===== config.mk =====
export PLATFORM = sky130hd
export DESIGN_NAME = i2c_cfg_target
export DESIGN_NICKNAME = d
export VERILOG_FILES = /design/src/rtl/i2c_cfg_pkg.sv /design/src/rtl/i2c_line_sync.sv /design/src/rtl/i2c_target_fsm.sv /design/src/rtl/i2c_cfg_target.sv
export SDC_FILE = /design/constraint.sdc
export NUM_CORES = 1
export LEC_CHECK = 0
export BUFFER_PORTS_ARGS = -buffer_cell sky130_fd_sc_hd__buf_2
export CAP_MARGIN = 20
export CORE_UTILIZATION = 55
export DETAILED_ROUTE_END_ITERATION = 7
export PLACE_DENSITY = 0.89
export SLEW_MARGIN = 20
export SYNTH_ARGS = -nofsm -noshare
export SYNTH_HDL_FRONTEND = slang
export SYNTH_SLANG_ARGS = --single-unit

===== constraint.sdc =====
create_clock -name clk -period 4.3 [get_ports clk]
set_clock_uncertainty 0.2 [all_clocks]
set_input_delay 1.29 -clock clk [delete_from_list [all_inputs] [get_ports clk]]
set_output_delay 1.29 -clock clk [all_outputs]
set_load 0.01 [all_outputs]

===== src/rtl/i2c_cfg_pkg.sv =====
// Package: shared types and constants for the I2C configuration target.
// Assumes 7-bit device addressing and 8-bit register index and data.
package i2c_cfg_pkg;

    localparam int BYTE_W = 8;
    localparam int DEV_W  = 7;
    localparam int CNT_W  = $clog2(BYTE_W + 1);

    typedef enum logic [3:0] {
        ST_IDLE,
        ST_ADDR,
        ST_ADDR_ACK,
        ST_INDEX,
        ST_INDEX_ACK,
        ST_WDATA,
        ST_WDATA_ACK,
        ST_RDATA,
        ST_RDATA_ACK,
        ST_SKIP
    } tgt_state_t;

    typedef struct packed {
        logic start;
        logic stop;
        logic scl_rise;
        logic scl_fall;
        logic sda;
    } bus_evt_t;

endpackage


===== src/rtl/i2c_line_sync.sv =====
// Module: i2c_line_sync
// Brings SCL and SDA into the clock domain through a flop chain of
// SYNC_STAGES stages and derives bus events from the synchronized lines.
// Assumes SYNC_STAGES >= 2 and that both lines idle high.
module i2c_line_sync
    import i2c_cfg_pkg::*;
#(
    parameter int SYNC_STAGES = 2
) (
    input  logic     clk,
    input  logic     rst_n,
    input  logic     scl_i,
    input  logic     sda_i,
    output bus_evt_t evt,
    output logic     scl_lvl
);

    logic [SYNC_STAGES-1:0] scl_pipe;
    logic [SYNC_STAGES-1:0] sda_pipe;
    logic                   scl_q;
    logic                   sda_q;
    logic                   scl_s;
    logic                   sda_s;

    // Synchronizer chains, reset to the idle-high bus level.
    always_ff @(posedge clk) begin
        if (!rst_n) begin
            scl_pipe <= '1;
            sda_pipe <= '1;
        end else begin
            scl_pipe <= {scl_pipe[SYNC_STAGES-2:0], scl_i};
            sda_pipe <= {sda_pipe[SYNC_STAGES-2:0], sda_i};
        end
    end

    assign scl_s = scl_pipe[SYNC_STAGES-1];
    assign sda_s = sda_pipe[SYNC_STAGES-1];

    // Previous synchronized levels for edge detection.
    always_ff @(posedge clk) begin
        if (!rst_n) begin
            scl_q <= 1'b1;
            sda_q <= 1'b1;
        end else begin
            scl_q <= scl_s;
            sda_q <= sda_s;
        end
    end

    // Bus conditions: SDA moving while SCL stays high, and SCL edges.
    always_comb begin
        evt.start    = scl_s && scl_q && sda_q && !sda_s;
        evt.stop     = scl_s && scl_q && !sda_q && sda_s;
        evt.scl_rise = scl_s && !scl_q;
        evt.scl_fall = !scl_s && scl_q;
        evt.sda      = sda_s;
    end

    assign scl_lvl = scl_s;

endmodule


===== src/rtl/i2c_target_fsm.sv =====
// Module: i2c_target_fsm
// Protocol engine. It matches the strapped address, loads the register
// pointer, issues the register write strobe and serializes read data.
// Samples SDA on synchronized SCL rises and changes its drive only on
// synchronized SCL falls. No stretching and no auto-increment.
module i2c_target_fsm
    import i2c_cfg_pkg::*;
#(
    parameter int                       STRAP_W = 3,
    parameter logic [DEV_W-STRAP_W-1:0] ADDR_HI = 4'b1001
) (
    input  logic              clk,
    input  logic              rst_n,
    input  bus_evt_t          evt,
    input  logic              scl_lvl,
    input  logic [STRAP_W-1:0] strap_i,
    output logic              sda_oe,
    output logic              rf_we,
    output logic [BYTE_W-1:0] rf_wdata,
    output logic [BYTE_W-1:0] ptr,
    input  logic [BYTE_W-1:0] rf_rdata
);

    localparam logic [CNT_W-1:0] LAST_BIT = CNT_W'(BYTE_W - 1);
    localparam logic [CNT_W-1:0] ALL_BITS = CNT_W'(BYTE_W);

    tgt_state_t        state;
    logic [CNT_W-1:0]  cnt;
    logic [BYTE_W-1:0] shreg;
    logic              matched;
    logic              rw;
    logic              ack_drv;
    logic [DEV_W-1:0]  dev_addr;
    logic [BYTE_W-1:0] rx_byte;

    assign dev_addr = {ADDR_HI, strap_i};
    assign rx_byte  = {shreg[BYTE_W-2:0], evt.sda};

    // Main sequencer: bus conditions first, then per-state bit handling.
    always_ff @(posedge clk) begin
        if (!rst_n) begin
            state    <= ST_IDLE;
            cnt      <= '0;
            shreg    <= '0;
            matched  <= 1'b0;
            rw       <= 1'b0;
            ack_drv  <= 1'b0;
            sda_oe   <= 1'b0;
            rf_we    <= 1'b0;
            rf_wdata <= '0;
            ptr      <= '0;
        end else begin
            rf_we <= 1'b0;
            if (evt.stop) begin
                state   <= ST_IDLE;
                sda_oe  <= 1'b0;
                ack_drv <= 1'b0;
            end else if (evt.start) begin
                state   <= ST_ADDR;
                cnt     <= '0;
                sda_oe  <= 1'b0;
                ack_drv <= 1'b0;
            end else begin
                unique case (state)
                    ST_ADDR: begin
                        if (evt.scl_rise) begin
                            shreg <= rx_byte;
                            cnt   <= cnt + 1'b1;
                            if (cnt == LAST_BIT) begin
                                matched <= (shreg[DEV_W-1:0] == dev_addr);
                                rw      <= evt.sda;
                                cnt     <= '0;
                                state   <= ST_ADDR_ACK;
                            end
                        end
                    end
                    ST_ADDR_ACK: begin
                        if (evt.scl_fall) begin
                            if (!ack_drv) begin
                                if (matched) begin
                                    sda_oe  <= 1'b1;
                                    ack_drv <= 1'b1;
                                end else begin
                                    state <= ST_SKIP;
                                end
                            end else begin
                                ack_drv <= 1'b0;
                                cnt     <= '0;
                                if (rw) begin
                                    shreg  <= rf_rdata;
                                    sda_oe <= !rf_rdata[BYTE_W-1];
                                    state  <= ST_RDATA;
                                end else begin
                                    sda_oe <= 1'b0;
                                    state  <= ST_INDEX;
                                end
                            end
                        end
                    end
                    ST_INDEX: begin
                        if (evt.scl_rise) begin
                            shreg <= rx_byte;
                            cnt   <= cnt + 1'b1;
                            if (cnt == LAST_BIT) begin
                                ptr   <= rx_byte;
                                cnt   <= '0;
                                state <= ST_INDEX_ACK;
                            end
                        end
                    end
                    ST_INDEX_ACK, ST_WDATA_ACK: begin
                        if (evt.scl_fall) begin
                            if (!ack_drv) begin
                                sda_oe  <= 1'b1;
                                ack_drv <= 1'b1;
                            end else begin
                                sda_oe  <= 1'b0;
                                ack_drv <= 1'b0;
                                cnt     <= '0;
                                state   <= (state == ST_INDEX_ACK) ? ST_WDATA : ST_SKIP;
                            end
                        end
                    end
                    ST_WDATA: begin
                        if (evt.scl_rise) begin
                            shreg <= rx_byte;
                            cnt   <= cnt + 1'b1;
                            if (cnt == LAST_BIT) begin
                                rf_we    <= 1'b1;
                                rf_wdata <= rx_byte;
                                cnt      <= '0;
                                state    <= ST_WDATA_ACK;
                            end
                        end
                    end
                    ST_RDATA: begin
                        if (evt.scl_rise) begin
                            cnt <= cnt + 1'b1;
                        end else if (evt.scl_fall) begin
                            if (cnt == ALL_BITS) begin
                                sda_oe <= 1'b0;
                                state  <= ST_RDATA_ACK;
                            end else begin
                                shreg  <= {shreg[BYTE_W-2:0], 1'b0};
                                sda_oe <= !shreg[BYTE_W-2];
                            end
                        end
                    end
                    ST_RDATA_ACK: begin
                        if (evt.scl_rise) begin
                            state <= ST_SKIP;
                        end
                    end
                    default: begin
                    end
                endcase
            end
        end
    end

    // the pull-down starts only while the synchronized SCL is low.
    p_oe_scl_low_r9: assert property (@(posedge clk) disable iff (!rst_n)
        $rose(sda_oe) |-> !scl_lvl);

    // the register write strobe lasts exactly one cycle.
    p_we_pulse_r5: assert property (@(posedge clk) disable iff (!rst_n)
        rf_we |=> !rf_we);

    // a stop releases SDA and leaves the engine idle.
    p_stop_idle_r3: assert property (@(posedge clk) disable iff (!rst_n)
        evt.stop |=> (!sda_oe && state == ST_IDLE));

    // the pointer moves only when an index byte completes.
    p_ptr_hold_r7: assert property (@(posedge clk) disable iff (!rst_n)
        !$stable(ptr) |-> $past(state) == ST_INDEX);

    // after a mismatched address the target stays off the bus.
    p_skip_quiet_r1: assert property (@(posedge clk) disable iff (!rst_n)
        (state == ST_SKIP) |-> !sda_oe);

endmodule


===== src/rtl/i2c_cfg_target.sv =====
// Module: i2c_cfg_target (top)
// I2C target for an external bank of 8-bit configuration registers.
// Joins the line synchronizer and the protocol engine. Expects an
// open-drain pad that pulls SDA low while sda_oe is 1.
module i2c_cfg_target
    import i2c_cfg_pkg::*;
#(
    parameter int                       SYNC_STAGES = 2,
    parameter int                       STRAP_W     = 3,
    parameter logic [DEV_W-STRAP_W-1:0] ADDR_HI     = 4'b1001
) (
    input  logic               clk,
    input  logic               rst_n,
    input  logic               scl_i,
    input  logic               sda_i,
    output logic               sda_oe,
    input  logic [STRAP_W-1:0] strap_i,
    output logic               rf_we,
    output logic [BYTE_W-1:0]  rf_waddr,
    output logic [BYTE_W-1:0]  rf_wdata,
    output logic [BYTE_W-1:0]  rf_raddr,
    input  logic [BYTE_W-1:0]  rf_rdata
);

    bus_evt_t          evt;
    logic              scl_lvl;
    logic [BYTE_W-1:0] ptr;

    i2c_line_sync #(
        .SYNC_STAGES(SYNC_STAGES)
    ) u_sync (
        .clk    (clk),
        .rst_n  (rst_n),
        .scl_i  (scl_i),
        .sda_i  (sda_i),
        .evt    (evt),
        .scl_lvl(scl_lvl)
    );

    i2c_target_fsm #(
        .STRAP_W(STRAP_W),
        .ADDR_HI(ADDR_HI)
    ) u_fsm (
        .clk     (clk),
        .rst_n   (rst_n),
        .evt     (evt),
        .scl_lvl (scl_lvl),
        .strap_i (strap_i),
        .sda_oe  (sda_oe),
        .rf_we   (rf_we),
        .rf_wdata(rf_wdata),
        .ptr     (ptr),
        .rf_rdata(rf_rdata)
    );

    // The same pointer selects both the write target and the read source.
    assign rf_waddr = ptr;
    assign rf_raddr = ptr;

endmodule


# After elaboration in Yosys (flattened, before gate mapping)
# Index checks and enable logic that the tools add are counted.
# W data, S select, Z words.
[classes] add_sub_neg=1 mul=0 div=0 order_cmp=0 eq_ne=48 shift=0 n_mux=49 bitwise_logic=5 n_reduce_logical=34
[op_table] op="$mux W4" n=22
[op_table] op="$mux W7" n=7
[op_table] op="$ne A3 B3 Y1 const B" n=10
[op_table] op="$reduce_and A15 Y1" n=2
[op_table] op="$pmux W4 S7" n=1
[op_table] op="$pmux W7 S3" n=1
[op_table] op="$eq A4 B3 Y1 const B" n=5
[op_table] op="$ne A2 B2 Y1 const B" n=9
[op_table] op="$ne A2 B1 Y1 const B" n=8
[op_table] op="$ne A3 B2 Y1 const B" n=5
[op_table] op="$reduce_and A5 Y1" n=3
[op_table] op="$mux W1" n=14
[op_table] op="$ne A3 B1 Y1 const B" n=4
[op_table] op="$pmux W4 S3" n=1
[op_table] op="$reduce_and A6 Y1" n=2
[op_table] op="$reduce_and A10 Y1" n=1
[op_table] op="$reduce_or A3 Y1" n=3
[op_table] op="$eq A4 B2 Y1 const B" n=2
[op_table] op="$eq A4 B4 Y1 const B" n=2
[op_table] op="$reduce_bool A8 Y1" n=1
[op_table] op="$eq A7 B7 Y1" n=1
[op_table] op="$logic_and A1 B1 Y1" n=7
[op_table] op="$reduce_bool A7 Y1" n=1
[op_table] op="$logic_not A1 Y1" n=6
[op_table] op="other kinds (13)" n=19
[word_totals] regBits=42 latchBits=0 mem_bits_rw=0 rom_bits=0 inputBits=15 wordCells=152 n_memories=0

# Longest topological paths before layout
[depth] depth_word=6 depth_mapped=8 depth_no_buf=7

# Cells and area by module
# From an unflattened synthesis, not the netlist that was laid out.
[unflattened] cells_unflattened=258 hier_area_um2=2338.5
[modules_own_cells] module="i2c_target_fsm" n_inst=1 cells_per_inst=233 area_per_inst_um2=2080.7 seq_area_each_um2=720.7
[modules_own_cells] module="i2c_line_sync" n_inst=1 cells_per_inst=17 area_per_inst_um2=197.7 seq_area_each_um2=120.1
[modules_own_cells] module="i2c_cfg_target" n_inst=1 cells_per_inst=8 area_per_inst_um2=60.1 seq_area_each_um2=0.0

# Worst setup path after synthesis
# No wires, ideal clock.
[synth_path] path_kind="input port to flip-flop" start="input port rst_n" end="register u_fsm.state[2]" setup_time_ps=96 arrival_time_ps=2094 required_time_ps=4004 path_slack_ps=1910 stages=3 path_buffers=1 cell_sequence="clkbuf_1 > o21ai_0 > o41ai_2"
[synth_via] elab_chain_cells=2
[synth_rtl] item="start: declaration" line_no="i2c_cfg_target.sv:13" source="input logic rst_n,"
[synth_rtl] item="$not A1 Y1 (no source line)"
[synth_rtl] item="$reduce_or A3 Y1 (no source line)"
[synth_rtl] item="end signal: assignment" line_no="i2c_target_fsm.sv:120" source="state <= (state == ST_INDEX_ACK) ? ST_WDATA : ST_SKIP;"
[synth_rtl] item="end: declaration" line_no="i2c_target_fsm.sv:27" source="tgt_state_t state;"
# Every way passes these cells.
# A chain may end at the register's enable or synchronous reset.

# Final worst setup path
[layout_path] start="register u_fsm.state[3]" end="register u_fsm.shreg[2]"
[layout_via] elab_chain_cells=4 word_cells_on_any_way=16 classes_between="12 x eq/ne; 1 x mux; 3 x reduce/logical"
[layout_rtl] item="$eq A4 B1 Y1, or another cell as far along" line_no="i2c_target_fsm.sv:64" source="unique case (state)"
[layout_rtl] item="$reduce_or A3 Y1 (no source line)"
[layout_rtl] item="$ne A2 B1 Y1 (no source line) / $reduce_bool A3 Y1 (equally long branches)"
[layout_rtl] item="$reduce_and A10 Y1 (no source line)"
[layout_rtl] item="end signal: assignment" line_no="i2c_target_fsm.sv:67" source="shreg <= rx_byte;"
[layout_rtl] item="end signal: assignment" line_no="i2c_target_fsm.sv:90" source="shreg <= rf_rdata;"
[layout_rtl] item="end signal: assignment" line_no="i2c_target_fsm.sv:102" source="shreg <= rx_byte;"
[layout_rtl] item="end: declaration" line_no="i2c_target_fsm.sv:29" source="logic [BYTE_W-1:0] shreg;"
# Several ways; a longest one is shown, not always the timed one.

==> reports/results.tsv <==
stage	metric	value	unit
run_status	run_status	finished clean	
pwr	powerDensity	442	nW/µm²
yosys	yosys.area_share.adder	1.15	%
yosys	synth_enable_flop_cells	0	
clock_tree	cts_num_sinks	42	
setup_path	worstRegToRegCells	5	
layout	layout_commonest_cell	sky130_fd_sc_hd__dfxtp_1	
placement	worst_setup_slack_after_placement	1660	ps
setup_path	max_stage_delay	660	ps
yosys	dominantRegCellSynth	sky130_fd_sc_hd__dfxtp_1	
placement	port-buffer-count	40	
layout	drive_above_1_share	20.0	%
route	wl	4980	µm
yosys	yosys_reg_bits	42	
yosys	ys_seq_area_share	38.8	%
route	route.layer.met1.wl	2250	µm
sta	rsz0062_at_grt	no	
global_route	groute.usage.overall	25.8	%
sta	final.setup.worst_slack	1590	ps
global_route	first_global_vias	1753	
yosys	syn_nets	281	
yosys	synthesized_area_per_cell	8.21	µm²
route	drc	0	
route	detail-route-antenna-nets	0	
setup_path	endpoint_class_of_the_critical_path	register	
setup_path	setup.reg_to_reg.worst_slack	1590	ps
floorplan	floorplan_die_area	4200	µm²
layout	nNetsFinal	306	
setup_path	cpMaxStageDelayCell	sky130_fd_sc_hd__dfxtp_1	
setup_path	cp_data_arrival_time	2720	ps
route	routed_length_per_placed_instance	14.7	µm
placement	numPlacedInstances	330	
yosys	synth_top_family_by_area	simple AND/OR/NAND/NOR gates	
sta	fmax	370	MHz
route	drt_iter0_drc	148	
sta	finalHoldViolations	0	
placement	place.gp.congestion	0.982	
global_route	first_pass_grt_wire_length	8270	µm
sta	timing_max_transition_violations_final	0	
route	wl_met2	2230	µm
route	routed-via-count	2043	
yosys	netlist_instances	264	
route	ratio_of_routed_vias_to_standard_cells	6.04	
placement	place.detailed.hpwl	3490	µm
floorplan	initial_utilization	58.3	%
clock_tree	worst_skew_pair.late_latency	300	ps
yosys	xor_xnor_share_of_the_synthesized_area	2.02	%
sta	final_period_minus_worst_setup_slack	2710	ps
setup_path	timing.critical_path.cells	nand2b_1, nor3_1, nor4_4, a21oi_1, a311oi_1	
clock_tree	tritoncts	yes	
clock_tree	htreeDepth	2	
floorplan	rows	22	
yosys	synth.area.top_cells	sky130_fd_sc_hd__dfxtp_1, sky130_fd_sc_hd__a21oi_1, sky130_fd_sc_hd__nand3_1	
yosys	synth_async_sr_flop_share	0	%
route	met3_wirelength	429	µm
worst_hold_path	min_path_type	reg -> reg	
clock_tree	cts_setup_buffers	0	
clock_tree	cts_buffer_depth	2	
clock_tree	cts_made_buffers	5	
yosys	synth_top_area_share	38.8	%
sta	worst_slew_margin_rel	40.7	%
sta	tcrit_tclk_final	62.9	%
clock_tree	root_buffer	sky130_fd_sc_hd__clkbuf_8	
setup_path	crit_required	4310	ps
floorplan	io_pins	41	
global_route	grt_max_degree	28	
clock_tree	path_clk_slew	80	ps
pwr	vdd_drop_max	0.287	mV
setup_path	timing.critical_path.fanout_max	14	
pwr	total_power	0.00106	W
floorplan	core-area	3720	µm²
clock_tree	cts.repair.resized	0	
layout	areaGrowthSynthToFinish	10.5	%
yosys	post-synth-top-area-cell	sky130_fd_sc_hd__dfxtp_1	
worst_hold_path	worstHoldPathCells	1	
sta	timing.setup.tns	0	ps
floorplan	dieHeight	64.8	µm
layout	commonest_non_fill_non_tap_cells_in_the_layout	sky130_fd_sc_hd__dfxtp_1, sky130_fd_sc_hd__buf_2, sky130_fd_sc_hd__a21oi_1, sky130_fd_sc_hd__nand2_1, sky130_fd_sc_hd__nand3_1	
setup_path	path_type_of_the_worst_setup_path	reg -> reg	
floorplan	die_width	64.8	µm
route	highest-signal-layer	met4	
yosys	syn_area	2170	µm²
sta	finalHoldWorstSlack	219	ps
job	timing.max_cap.violations	0	
sta	setup_viol	0	
yosys	synth_compound_gate_area_share	21.2	%
setup_path	worst_setup_sp_type	register	
pwr	leakagePower	0.939	nW
yosys	yosys_warnings	0	
global_route	grt_antenna_before_repair	0	
clock_tree	ctsHoldBuffers	0	
yosys	synthDistinctLibCells	52	
yosys	yosys-mux-area-fraction	3.23	%
route	dr.pass1.iters	5	
global_route	globalRoute.totalOverflow	0	
layout	finalNonFillerCells	338	
layout	num_antenna_cells	0	
sta	worstMarginPinSlew	880	ps
yosys	post_synth_and_or_nand_nor_area_fraction	25.8	%
-- cell type report --
class | instances | area [µm²]
clock buffer | 5 | 68.8
multi-input combinational | 190 | 1160
inverter | 8 | 30.0
sequential | 42 | 841
clock inverter | 3 | 18.8
fill | 310 | 1320
timing repair buffer | 42 | 215
tap | 48 | 60.1
-- per-stage QoR --
step,cell area [µm²],utilization (%)
detailed placement,2310,62.1
finish,2390,64.4
global placement,2310,62.1
global route,2390,64.4
floorplan,2170,-
CTS,2390,64.4
-- worst paths after layout --
check | from | to
max | u_fsm.state[3]$_SDFFE_PP0P_ | u_fsm.shreg[2]$_SDFFE_PN0P_
min | u_sync.sda_pipe[0]$_SDFF_PN1_ | u_sync.sda_pipe[1]$_SDFF_PN1_
max reg2reg | u_fsm.state[3]$_SDFFE_PP0P_ | u_fsm.shreg[2]$_SDFFE_PN0P_
min reg2reg | u_sync.sda_pipe[0]$_SDFF_PN1_ | u_sync.sda_pipe[1]$_SDFF_PN1_
-- sequential cells by signal, summed over array words and instances, names as in the netlist --
signal           cells
u_sync.sda_pipe      2
u_fsm.sda_oe         1
u_fsm.rw             1
u_fsm.shreg          7
u_fsm.ptr            8
u_fsm.cnt            4
u_sync.scl_pipe      2
u_fsm.ack_drv        1
u_sync.sda_q         1
u_fsm.matched        1
u_fsm.rf_we          1
u_sync.scl_q         1
u_fsm.rf_wdata       8
u_fsm.state          4
-- cell usage after synthesis, types with 2 or more instances --
library cell and number:
sky130_fd_sc_hd__o31ai_1 2, sky130_fd_sc_hd__nand3b_1 2, sky130_fd_sc_hd__nor4b_1 2, sky130_fd_sc_hd__mux2i_1 7
sky130_fd_sc_hd__nor2_1 16, sky130_fd_sc_hd__inv_1 6, sky130_fd_sc_hd__ha_1 2, sky130_fd_sc_hd__o211ai_1 4
sky130_fd_sc_hd__a21oi_1 33, sky130_fd_sc_hd__nand2_1 25, sky130_fd_sc_hd__a311oi_1 7, sky130_fd_sc_hd__a211oi_1 3
sky130_fd_sc_hd__a31oi_1 3, sky130_fd_sc_hd__buf_4 9, sky130_fd_sc_hd__nor3_1 4, sky130_fd_sc_hd__nand3_1 22
sky130_fd_sc_hd__xor2_1 2, sky130_fd_sc_hd__o21ai_0 8, sky130_fd_sc_hd__buf_2 7, sky130_fd_sc_hd__nand2b_1 11
sky130_fd_sc_hd__o21ai_1 4, sky130_fd_sc_hd__or4_1 3, sky130_fd_sc_hd__clkbuf_1 7, sky130_fd_sc_hd__dfxtp_1 42
sky130_fd_sc_hd__nor2b_1 4, sky130_fd_sc_hd__xnor2_1 3
-- worst max-delay path: cells and delay by family (launching register included) --
family / cells / cell delay [ps]
simple gates: 3 / 1330
flops: 1 / 660
compound gates: 2 / 420
-- metal layers --
| metal | global-route usage, % | vias up |
|---|---|---|
| met5 | 0 | - |
| met4 | 8.33 | 0 |
| met3 | 8.10 | 9 |
| met2 | 38.7 | 113 |
| met1 | 35.1 | 932 |
| li1 | - | 989 |
-- power breakdown --
| group | internal [W] | switching [W] |
|---|---|---|
| combinational | 0.000120 | 0.000187 |
| clock | 0.000114 | 0.000140 |
| sequential | 0.000421 | 0.0000755 |
| total | 0.000655 | 0.000403 |
-- cell families (layout without fill, tap and decap cells) --
kind of cell             after synthesis  in the layout
multiplexers                           7              7
AO/OA/AOI/OAI                         73             73
flip-flops                            42             42
XOR/XNOR                               5              5
buffers and inverters                 32             58
AND/OR/NAND/NOR                      103            103
adder cells (fa/ha/maj)                2              2
No activity file was read; power rests on OpenSTA's default activity.
